`src/rtl/sysirq_pkg.sv`:
```
package sysirq_pkg;

  localparam int SRC_N   = 32;
  localparam int LVL_W   = 4;
  localparam int IDX_W   = $clog2(SRC_N);
  localparam int DATA_W  = 32;

  // Level per source, source 0 in the lowest nibble.
  localparam logic [SRC_N*LVL_W-1:0] LVL_TABLE =
    128'h0F0F_0000_0B08_A406_CCDB_9753_E0B9_7532;

  // Disable bits that software writes may not touch.
  localparam logic [DATA_W-1:0] RSV_MASK   = 32'h4FB2_007F;
  localparam logic [DATA_W-1:0] DIS_RESET  = ~32'hFFB2_007F;

  function automatic logic [LVL_W-1:0] lvlOf(input int idx);
    return LVL_TABLE[idx*LVL_W +: LVL_W];
  endfunction

  function automatic logic [SRC_N-1:0] levelMask(input int lvl);
    logic [SRC_N-1:0] m;
    for (int i = 0; i < SRC_N; i++) m[i] = (int'(lvlOf(i)) == lvl);
    return m;
  endfunction

  function automatic logic [SRC_N-1:0] liveMask();
    logic [SRC_N-1:0] m;
    for (int i = 0; i < SRC_N; i++) m[i] = (lvlOf(i) != '0);
    return m;
  endfunction

  typedef struct packed {
    logic              enWr;
    logic              disWr;
    logic              tgtWr;
    logic [DATA_W-1:0] wdata;
    logic              srcUpd;
    logic              srcVal;
    logic [IDX_W-1:0]  srcIdx;
  } ctlStb_t;

endpackage

```
`src/rtl/sysirq_ctrl.sv`:
```
module sysirq_ctrl
  import sysirq_pkg::*;
#(
  parameter int ADDR_W = 5
) (
  input  logic              clk,
  input  logic              rstN,
  input  logic [SRC_N-1:0]  srcLines,
  input  logic              busWr,
  input  logic [ADDR_W-1:0] busAddr,
  input  logic [DATA_W-1:0] busWdata,
  output ctlStb_t           ctl
);

  localparam logic [SRC_N-1:0] LIVE = liveMask();
  localparam int WORD_W = ADDR_W - 2;

  logic [SRC_N-1:0] srcQ;
  logic [SRC_N-1:0] liveDiff;
  logic [SRC_N-1:0] srcQNext;
  logic             found;
  logic [IDX_W-1:0] pickIdx;
  logic [WORD_W-1:0] wordSel;

  assign wordSel  = busAddr[ADDR_W-1:2];
  assign liveDiff = (srcLines ^ srcQ) & LIVE;

  // Lowest-index changed live source wins this cycle.
  always_comb begin
    found   = 1'b0;
    pickIdx = '0;
    for (int i = SRC_N - 1; i >= 0; i--) begin
      if (liveDiff[i]) begin
        found   = 1'b1;
        pickIdx = IDX_W'(i);
      end
    end
  end

  always_comb begin
    srcQNext = (srcQ & LIVE) | (srcLines & ~LIVE);
    if (found) srcQNext[pickIdx] = srcLines[pickIdx];
  end

  always_ff @(posedge clk or negedge rstN) begin
    if (!rstN) srcQ <= '0;
    else       srcQ <= srcQNext;
  end

  always_comb begin
    ctl        = '0;
    ctl.wdata  = busWdata;
    ctl.enWr   = busWr && (wordSel == WORD_W'(2));
    ctl.disWr  = busWr && (wordSel == WORD_W'(3));
    ctl.tgtWr  = busWr && (wordSel == WORD_W'(4));
    ctl.srcUpd = found;
    ctl.srcIdx = pickIdx;
    ctl.srcVal = srcLines[pickIdx];
  end

  AST_STB_LIVE_ONLY: assert property (@(posedge clk) disable iff (!rstN)
    ctl.srcUpd |-> LIVE[ctl.srcIdx]);

  AST_EDGE_CONSUMED: assert property (@(posedge clk) disable iff (!rstN)
    ctl.srcUpd |=> srcQ[$past(ctl.srcIdx)] == $past(ctl.srcVal));

endmodule

```
`src/rtl/sysirq_dp.sv`:
```
module sysirq_dp
  import sysirq_pkg::*;
#(
  parameter int ADDR_W  = 5,
  parameter int TGT_W   = 4
) (
  input  logic              clk,
  input  logic              rstN,
  input  ctlStb_t           ctl,
  input  logic [ADDR_W-1:0] busAddr,
  input  logic              cpuBusy,
  output logic [DATA_W-1:0] busRdata,
  output logic              irqReq,
  output logic [LVL_W-1:0]  irqLevel,
  output logic [TGT_W-1:0]  irqTarget,
  output logic              bankStb,
  output logic [TGT_W-1:0]  bankTarget,
  output logic [LVL_W-1:0]  bankLevel,
  output logic              bankSet
);

  localparam int LVL_N  = 1 << LVL_W;
  localparam int WORD_W = ADDR_W - 2;
  localparam logic [SRC_N-1:0] DEAD = ~liveMask();
  localparam logic [DATA_W-1:0] WMASK = ~RSV_MASK;

  logic [SRC_N-1:0]  pendR;
  logic [DATA_W-1:0] disR;
  logic [TGT_W-1:0]  tgtR;
  logic [SRC_N-1:0]  pendNext;
  logic [DATA_W-1:0] disNext;
  logic [DATA_W-1:0] wMasked;
  logic [SRC_N-1:0]  enPend;
  logic [LVL_N-1:0]  lvlHit;
  logic [LVL_W-1:0]  maxLvl;
  logic              masterOff;
  logic [WORD_W-1:0] wordSel;

  assign wMasked   = ctl.wdata & WMASK;
  assign masterOff = disR[DATA_W-1];
  assign enPend    = pendR & ~disR[SRC_N-1:0];

  always_comb begin
    pendNext = pendR;
    if (ctl.srcUpd) pendNext[ctl.srcIdx] = ctl.srcVal;
    if (ctl.disWr)  pendNext = pendNext & ~wMasked[SRC_N-1:0];
  end

  always_comb begin
    disNext = disR;
    if (ctl.enWr)  disNext = disNext & ~wMasked;
    if (ctl.disWr) disNext = disNext | wMasked;
  end

  always_ff @(posedge clk or negedge rstN) begin
    if (!rstN) begin
      pendR <= '0;
      disR  <= DIS_RESET;
      tgtR  <= '0;
    end else begin
      pendR <= pendNext;
      disR  <= disNext;
      if (ctl.tgtWr) tgtR <= ctl.wdata[TGT_W-1:0];
    end
  end

  // One OR-reduction per level, then a priority pick of the top level.
  assign lvlHit[0] = 1'b0;
  for (genvar l = 1; l < LVL_N; l++) begin : g_lvl
    localparam logic [SRC_N-1:0] LMASK = levelMask(l);
    assign lvlHit[l] = |(enPend & LMASK);
  end

  always_comb begin
    maxLvl = '0;
    for (int l = 1; l < LVL_N; l++)
      if (lvlHit[l]) maxLvl = LVL_W'(l);
  end

  assign irqLevel  = masterOff ? '0 : maxLvl;
  assign irqReq    = (|enPend) && !masterOff && !cpuBusy;
  assign irqTarget = tgtR;

  assign bankStb    = ctl.srcUpd;
  assign bankTarget = tgtR;
  assign bankLevel  = lvlOf(int'(ctl.srcIdx));
  assign bankSet    = ctl.srcVal;

  assign wordSel = busAddr[ADDR_W-1:2];
  always_comb begin
    case (wordSel)
      WORD_W'(0): busRdata = {1'b0, pendR[SRC_N-2:0]};
      WORD_W'(1): busRdata = disR;
      WORD_W'(4): busRdata = DATA_W'(tgtR);
      default:    busRdata = '0;
    endcase
  end

  AST_DEAD_NEVER_PEND: assert property (@(posedge clk) disable iff (!rstN)
    (pendR & DEAD) == '0);

  AST_DIS_DROPS_PEND: assert property (@(posedge clk) disable iff (!rstN)
    ctl.disWr |=> (pendR & $past(wMasked[SRC_N-1:0])) == '0);

  AST_RSV_KEPT: assert property (@(posedge clk) disable iff (!rstN)
    ctl.enWr |=> (disR & RSV_MASK) == ($past(disR) & RSV_MASK));

  AST_RISE_PENDS: assert property (@(posedge clk) disable iff (!rstN)
    (ctl.srcUpd && ctl.srcVal && !ctl.disWr) |=> pendR[$past(ctl.srcIdx)]);

  AST_REQ_HAS_LEVEL: assert property (@(posedge clk) disable iff (!rstN)
    irqReq |-> irqLevel != '0);

  AST_STB_LEVEL_NZ: assert property (@(posedge clk) disable iff (!rstN)
    bankStb |-> bankLevel != '0);

endmodule

```
`src/rtl/sysirq_router.sv`:
```
module sysirq_router
  import sysirq_pkg::*;
#(
  parameter int ADDR_W = 5,
  parameter int TGT_W  = 4
) (
  input  logic              clk,
  input  logic              rstN,
  input  logic [31:0]       srcLines,
  input  logic              cpuBusy,
  input  logic              busWr,
  input  logic [ADDR_W-1:0] busAddr,
  input  logic [31:0]       busWdata,
  output logic [31:0]       busRdata,
  output logic              irqReq,
  output logic [3:0]        irqLevel,
  output logic [TGT_W-1:0]  irqTarget,
  output logic              bankStb,
  output logic [TGT_W-1:0]  bankTarget,
  output logic [3:0]        bankLevel,
  output logic              bankSet
);

  ctlStb_t ctl;

  sysirq_ctrl #(.ADDR_W(ADDR_W)) u_ctrl (
    .clk      (clk),
    .rstN     (rstN),
    .srcLines (srcLines),
    .busWr    (busWr),
    .busAddr  (busAddr),
    .busWdata (busWdata),
    .ctl      (ctl)
  );

  sysirq_dp #(.ADDR_W(ADDR_W), .TGT_W(TGT_W)) u_dp (
    .clk        (clk),
    .rstN       (rstN),
    .ctl        (ctl),
    .busAddr    (busAddr),
    .cpuBusy    (cpuBusy),
    .busRdata   (busRdata),
    .irqReq     (irqReq),
    .irqLevel   (irqLevel),
    .irqTarget  (irqTarget),
    .bankStb    (bankStb),
    .bankTarget (bankTarget),
    .bankLevel  (bankLevel),
    .bankSet    (bankSet)
  );

endmodule

```
`config.mk`:
```
export PLATFORM = sky130hd
export DESIGN_NAME = sysirq_router
export DESIGN_NICKNAME = d
export VERILOG_FILES = /design/src/rtl/sysirq_pkg.sv /design/src/rtl/sysirq_ctrl.sv /design/src/rtl/sysirq_dp.sv /design/src/rtl/sysirq_router.sv
export SDC_FILE = /design/constraint.sdc
export NUM_CORES = 1
export LEC_CHECK = 0
export BUFFER_PORTS_ARGS = -buffer_cell sky130_fd_sc_hd__buf_2
export CORE_AREA = 3 3 136 85
export CTS_CLUSTER_DIAMETER = 60
export DETAILED_ROUTE_END_ITERATION = 6
export DIE_AREA = 0 0 139 88
export PLACE_DENSITY_LB_ADDON = 0.15
export SYNTH_ARGS = -nofsm -noshare
export SYNTH_HDL_FRONTEND = slang
export SYNTH_SLANG_ARGS = --single-unit
```
`constraint.sdc`:
```
create_clock -name clk -period 3.1 [get_ports clk]
set_clock_uncertainty 0.05 [all_clocks]
set_input_delay 0.465 -clock clk [delete_from_list [all_inputs] [get_ports clk]]
set_output_delay 0.465 -clock clk [all_outputs]
set_load 0.005 [all_outputs]
```
==> out/metrics.cfg, run 1 <==
[synth]
synth_top_cell_area_share_pct = 32.9
yosys_warnings = 0
ys_ff_latch = 74
netlist_area_um2 = 4640
synth.largest_area_cell = dfrtp_1
synth.area.top_cells = dfrtp_1 33%, dfstp_2 7.4%, nand2_1 7.1%
synthDistinctLibCells = 65
syn_area_per_cell_um2 = 9.21
yosys_most_used_dff = dfrtp_1
synthCells = 504
async_flop_share_pct = 100
synth-seq-area-share_pct = 40.3
syn-num-nets = 583
synth_edf_count = 0

[setup_path]
end_kind = output port
cp.arrival_ps = 2950
r2r_slack_ps = 130
startpoint_type = flip-flop
rr_worst_depth = 16
crit_path_max_fanout = 4
rr_startpoint = u_ctrl.srcQ[5]$_DFFE_PN0P_
critPathRequiredTime_ps = 2580
rr_endpoint = u_dp.pendR[17]$_DFFE_PN0P_
critical_path_class = reg -> out

[timing]
finalSetupViolCount = 5
setup_ws_ps = -361
fin_crit_sh_pct = 112
layout_min_cycle_time_ps = 3460
worst_pin_slew_ps = 459
hold_violations = 0
fin_tns_setup_ps = -1120
rsz0062_at_grt = true
clock.fmax_mhz = 289
drv_slew = 0
slew-limit-headroom_pct = 69.3

[power]
power_frac_seq_pct = 26.3
p_leak_nw = 3.30
p_int_mw = 3.27
switching_share_pct = 37.4
pwr-share-comb_pct = 52.3
vdd_ir_drop_max_mv = 0.555
power_mw = 5.23
power_density_nw_per_um2 = 782
netSwitchingPower_mw = 1.96
p_clk_share_pct = 21.4

[run]
maxCapViolCount = 0

[final_layout]
final_cell_mix = 110 x buf_4, 103 x buf_2, 86 x nand2_1
diodes = 0
fin_cells = 859
final_common_cell = buf_4
layout-area-overhead-vs-synth_pct = 44.2
nets = 794
finalInstanceArea_um2 = 6690
drive_gt1_share_pct = 44.2

[routing]
drc_errors = 0
drt_first_iter_violations = 391
drtPass1Iterations = 5
via_per_inst = 5.50
vias = 4723
wl_um = 15800
wire_per_inst_um = 18.4
drtAntennaViolNets = 0

[global_routing]
grt-ovfl-total = 0
first_global_vias = 4664
grt_max_degree = 75
grt_usage_pct = 26.3
grt_pass1_wl_um = 24900
grt_antenna_before_repair = 0

[clock_tree]
clk-insertion-delay-late_ps = 330
cts_buffers = 9
cts.sinks = 74
htreeDepth = 3
cts.reportedPaths.clkPinSlew_ps = 60
ctsHoldBuffers = 0
cts_tree = done
cts_buffer_depth = 2
root_buffer = clkbuf_16

[placement]
dpl-instance-area_um2 = 5950
gp_congestion = 0.927
numPortBuffers = 103
post-dp-hpwl_um = 12000
placed_cells = 817

[floorplanning]
die-area_um2 = 12200
io_pins = 124
start_util_pct = 44.4
core_area_um2 = 10500
dieHeight_um = 88
fp.dieW_um = 139
rows = 29

[status]
violations = negative setup slack
status = finished with violations

[hold_path]
worst_hold_path_type = in -> async

## synthesized netlist by cell type, drive strengths merged, types with 3 or more instances
| master | count |
|---|---|
| or2 | 5 |
| buf | 8 |
| or3 | 3 |
| a221oi | 4 |
| o31ai | 8 |
| nor4 | 4 |
| nand2b | 9 |
| and2 | 16 |
| nand4 | 8 |
| nand3 | 15 |
| a21oi | 27 |
| nor3 | 9 |
| o22ai | 5 |
| a21o | 7 |
| dfstp | 13 |
| xor2 | 11 |
| o21ai | 23 |
| clkbuf | 14 |
| inv | 15 |
| a22o | 24 |
| nor2b | 4 |
| nand2 | 90 |
| dfrtp | 61 |
| nor2 | 25 |
| a211oi | 3 |
| o211ai | 6 |
| mux2i | 17 |
| ha | 6 |
| mux2 | 20 |
| xnor2 | 17 |
## metrics by stage
stage / setup slack, ps / utilization [%] / hold slack (ps)
after CTS: -178 / 63.1 / 115
after detailed placement: -272 / 56.9 / 329
final: -361 / 64.0 / 93.5
after global routing: -497 / 64.0 / 113
after global placement: -235 / 56.9 / 321
after floorplan: -8.30 / - / 119
## critical path: stages, from the launching register on
cell and delay [ps]:
dfrtp_1 410, xor2_2 210, buf_4 140, o211ai_1 270
buf_4 170, buf_4 90, buf_4 90, buf_4 90
nand3_1 110, a21oi_2 160, buf_4 140, a211oi_4 40
a221oi_2 240, o21ai_2 110, and3b_1 230, buf_2 110
## power by group through the flow
stage | clock network, mW | logic [mW] | registers (mW)
6_report | 1.12 | 2.74 | 1.37
5_1_grt | 1.19 | 2.95 | 1.39
4_1_cts | 1.14 | 2.57 | 1.37
3_5_place_dp | 0 | 2.24 | 1.38
3_3_place_gp | 0 | 2.22 | 1.37
2_1_floorplan | 0 | 1.25 | 1.31
## worst max path at each step
stage	start	to
finish	u_ctrl.srcQ[5]$_DFFE_PN0P_	bankSet
global route	u_ctrl.srcQ[5]$_DFFE_PN0P_	bankSet
CTS	u_ctrl.srcQ[5]$_DFFE_PN0P_	bankSet
detailed placement	srcLines[7]	bankLevel[2]
global placement	srcLines[3]	bankSet
floorplan	srcLines[3]	bankSet
## kinds of logic (layout without fill, tap and decap cells)
group                    count (synthesis)  after routing  share of synthesized area, %
AO/OA/AOI/OAI                          122            122                          18.7
XOR/XNOR                                28             28                          5.29
adder cells (fa/ha/maj)                  6              6                          1.62
buffers and inverters                   38            254                          3.88
flip-flops                              74             74                          40.3
multiplexers                            38             38                          9.01
AND/OR/NAND/NOR                        198            198                          21.2
## final cells by class
type | instances | area, µm²
tap | 139 | 174
sequential | 74 | 1870
inverter | 16 | 67.6
multi-input combinational | 392 | 2790
timing repair buffer | 222 | 1470
fill | 909 | 3760
clock buffer | 12 | 246
clock inverter | 4 | 75.1
## repair_timing
action	in CTS	in global routing
gates resized for setup	37	6
pin swaps	28	11
gates cloned	0	0
setup buffers	20	7
endpoints found under the setup margin	6	5
## layer usage
layer	vias up	wire, µm	global-route usage (%)
li1	2222	-	-
met1	2262	7640	39.3
met2	206	6510	38.4
met3	33	1350	6.11
met4	0	319	7.37
met5	-	0	0
Power figures use the tool's default switching activity.
==> run 2, diff against run 1 <==
--- a/config.mk
+++ b/config.mk
@@ -6,11 +6,13 @@
 export NUM_CORES = 1
 export LEC_CHECK = 0
 export BUFFER_PORTS_ARGS = -buffer_cell sky130_fd_sc_hd__buf_2
-export CORE_AREA = 3 3 136 85
+export CORE_AREA = 3 3 145 91
 export CTS_CLUSTER_DIAMETER = 60
 export DETAILED_ROUTE_END_ITERATION = 6
-export DIE_AREA = 0 0 139 88
+export DIE_AREA = 0 0 148 94
+export HOLD_SLACK_MARGIN = 0.15
 export PLACE_DENSITY_LB_ADDON = 0.15
 export SYNTH_ARGS = -nofsm -noshare
 export SYNTH_HDL_FRONTEND = slang
+export SYNTH_HIERARCHICAL = 1
 export SYNTH_SLANG_ARGS = --single-unit
==> out/metrics.cfg, run 2 <==
[clock_tree]
clk-insertion-delay-late_ps = 330  ; about the same
cts_buffer_depth = 2  ; unchanged
root_buffer = clkbuf_16
cts.sinks = 74  ; unchanged
cts.reportedPaths.clkPinSlew_ps = 60  ; about the same
cts_tree = done
htreeDepth = 3  ; unchanged
cts_buffers = 9  ; unchanged

[timing]
whs_ps = 281  ; +188 ps
fin_tns_setup_ps = -8360  ; -7240 ps
layout_min_cycle_time_ps = 3490  ; +24.2 ps
hold_violations = 0  ; unchanged
drv_slew = 0  ; unchanged
finalSetupViolCount = 37  ; +32
worst_pin_slew_ps = 1020  ; +563 ps
clock.fmax_mhz = 287  ; -0.69%
rsz0062_at_grt = true
setup_ws_ps = -385  ; -24.2 ps
slew-limit-headroom_pct = 31.2  ; -38 points
fin_crit_sh_pct = 112  ; +0.78 points

[final_layout]
largest_register = u_dp/pendR
fillerInstances = 992  ; +9.1%
nets = 842  ; +6.0%
final_common_cell = buf_4
final_cell_mix = 121 x buf_4, 103 x buf_2, 59 x dfrtp_1
drive_gt1_share_pct = 49.9  ; +5.8 points
fin_util_pct = 64.8  ; +0.81 points
reg_top3 = u_dp/pendR x32, u_ctrl/srcQ x22, u_dp/disR x16
largest_reg_flops = 32
layout-area-overhead-vs-synth_pct = 47.3

[routing]
vias = 5333  ; +13%
via_per_inst = 5.70  ; +3.7%
drc_errors = 0  ; unchanged
drtPass1Iterations = 5  ; unchanged
drtAntennaViolNets = 0  ; unchanged
drt_first_iter_violations = 390  ; -0.26%
wire_per_inst_um = 19.7  ; +6.9%
wl_um = 18400  ; +16%

[hold_path]
worst_hold_path_type = in -> reg

[placement]
dpl_worst_slack_ps = -506  ; -234 ps
numPortBuffers = 103  ; unchanged
gp_congestion = 0.928  ; about the same
post-dp-hpwl_um = 13400  ; +11%

[synth]
yosys_warnings = 6  ; +6
syn_area_per_cell_um2 = 9.42  ; +2.4%
syn-num-nets = 636  ; +9.1%
netlist_area_um2 = 5260  ; +13%
synthCells = 558  ; +11%

[status]
violations = negative setup slack
status = finished with violations

[floorplanning]
io_pins = 124  ; unchanged
rows = 31  ; +6.9%
fp.dieW_um = 148  ; +6.5%
start_util_pct = 44.0  ; -0.38 points
dieHeight_um = 94  ; +6.8%
die-area_um2 = 13900  ; +14%
core_area_um2 = 11900  ; +14%

[global_routing]
grt_antenna_before_repair = 1  ; +1
grt-ovfl-total = 0  ; unchanged
first_global_vias = 5070  ; +8.7%
grt_max_degree = 33  ; -56%
grt_usage_pct = 26.0  ; -0.30 points
grt_pass1_wl_um = 28100  ; +13%

[power]
p_leak_nw = 3.48  ; +5.4%
vdd_ir_drop_max_mv = 0.360  ; -35%
switching_share_pct = 38.2  ; +0.72 points
p_clk_share_pct = 20.3  ; -1.1 points
p_int_mw = 3.24  ; -0.96%
power_frac_seq_pct = 26.2  ; about the same
power_mw = 5.24  ; +0.20%
netSwitchingPower_mw = 2.00  ; +2.1%
pwr-share-comb_pct = 53.5  ; +1.2 points
power_density_nw_per_um2 = 677  ; -13%

[setup_path]
crit_path_max_fanout = 3  ; -1
critPathRequiredTime_ps = 2580  ; about the same
end_kind = output port
critical_path_class = reg -> out
cp.arrival_ps = 2970  ; +20 ps
startpoint_type = flip-flop

[run]
maxCapViolCount = 0  ; unchanged

[run 2: final timing paths]
path	to	depth (start not counted)	start	slack [ps]
min in group asynchronous	u_dp/bankTarget[3]$_DFFE_PN0P_	2	rstN	630
worst max register to register	u_dp/pendR[31]$_DFF_PN0_	13	u_ctrl/srcQ[20]$_DFFE_PN0P_	-250
max in group asynchronous	u_dp/disR[13]$_DFF_PN1_	3	rstN	1480
worst max-delay path	bankSet	11	u_ctrl/srcQ[20]$_DFFE_PN0P_	-390
worst min register to register	u_dp/disR[28]$_DFF_PN0_	1	u_dp/disR[28]$_DFF_PN0_	480
worst min-delay path	u_dp/pendR[16]$_DFF_PN0_	2	busWdata[16]	280
[run 2: cell type report]
type | count | area, µm² | share of cell area, %
Inverter | 15 | 66.3 | 0.856
Clock buffer | 9 | 225 | 2.91
Multi-Input combinational cell | 422 | 3580 | 46.3
Antenna cell | 1 | 2.50 | 0.0323
Timing Repair Buffer | 242 | 1710 | 22.1
Sequential cell | 74 | 1870 | 24.2
Clock inverter | 7 | 77.6 | 1.00
Tap cell | 165 | 206 | 2.67
[run 2: routing by layer]
metal	share of wire (%)	up-vias	global-route usage, %
met2	41	228	36.2
met5	0	-	0
met1	49	2617	40.7
met4	0.91	0	5.00
li1	-	2466	-
met3	9.1	22	6.41
[run 2: through the flow]
| step | area [µm²] | instances |
|---|---|---|
| after floorplan | 5350 | 558 |
| after global placement | 6670 | 893 |
| after detailed placement | 6670 | 893 |
| after CTS | 7620 | 929 |
| after global routing | 7740 | 935 |
| final | 7740 | 935 |
[run 2: power by group through the flow]
stage | combinational [mW] | clock [mW] | sequential [mW]
floorplan | 1.15 | 0 | 1.31
global placement | 2.02 | 0 | 1.36
detailed placement | 2.05 | 0 | 1.37
CTS | 2.69 | 1.09 | 1.36
global route | 2.98 | 1.12 | 1.39
finish | 2.81 | 1.06 | 1.37
[run 2: timing repair]
item | in CTS | in global routing
hold endpoints to repair | 24 | 0
gates cloned | 5 | 0
endpoints found under the setup margin | 36 | 37
setup buffers | 14 | 6
hold buffers | 1 | 0
pin swaps | 31 | 17
gates resized for setup | 91 | 22
[run 2: critical path, cell delays in order, from the launching register on]
cell       delay (ps)
dfrtp_1           410
buf_4             150
xnor2_1           210
nand4_1           220
a211oi_2          320
buf_4             190
buf_4             130
a211oi_2           50
o2111ai_1         140
nand4b_1          210
nor4_4            420
buf_2             180
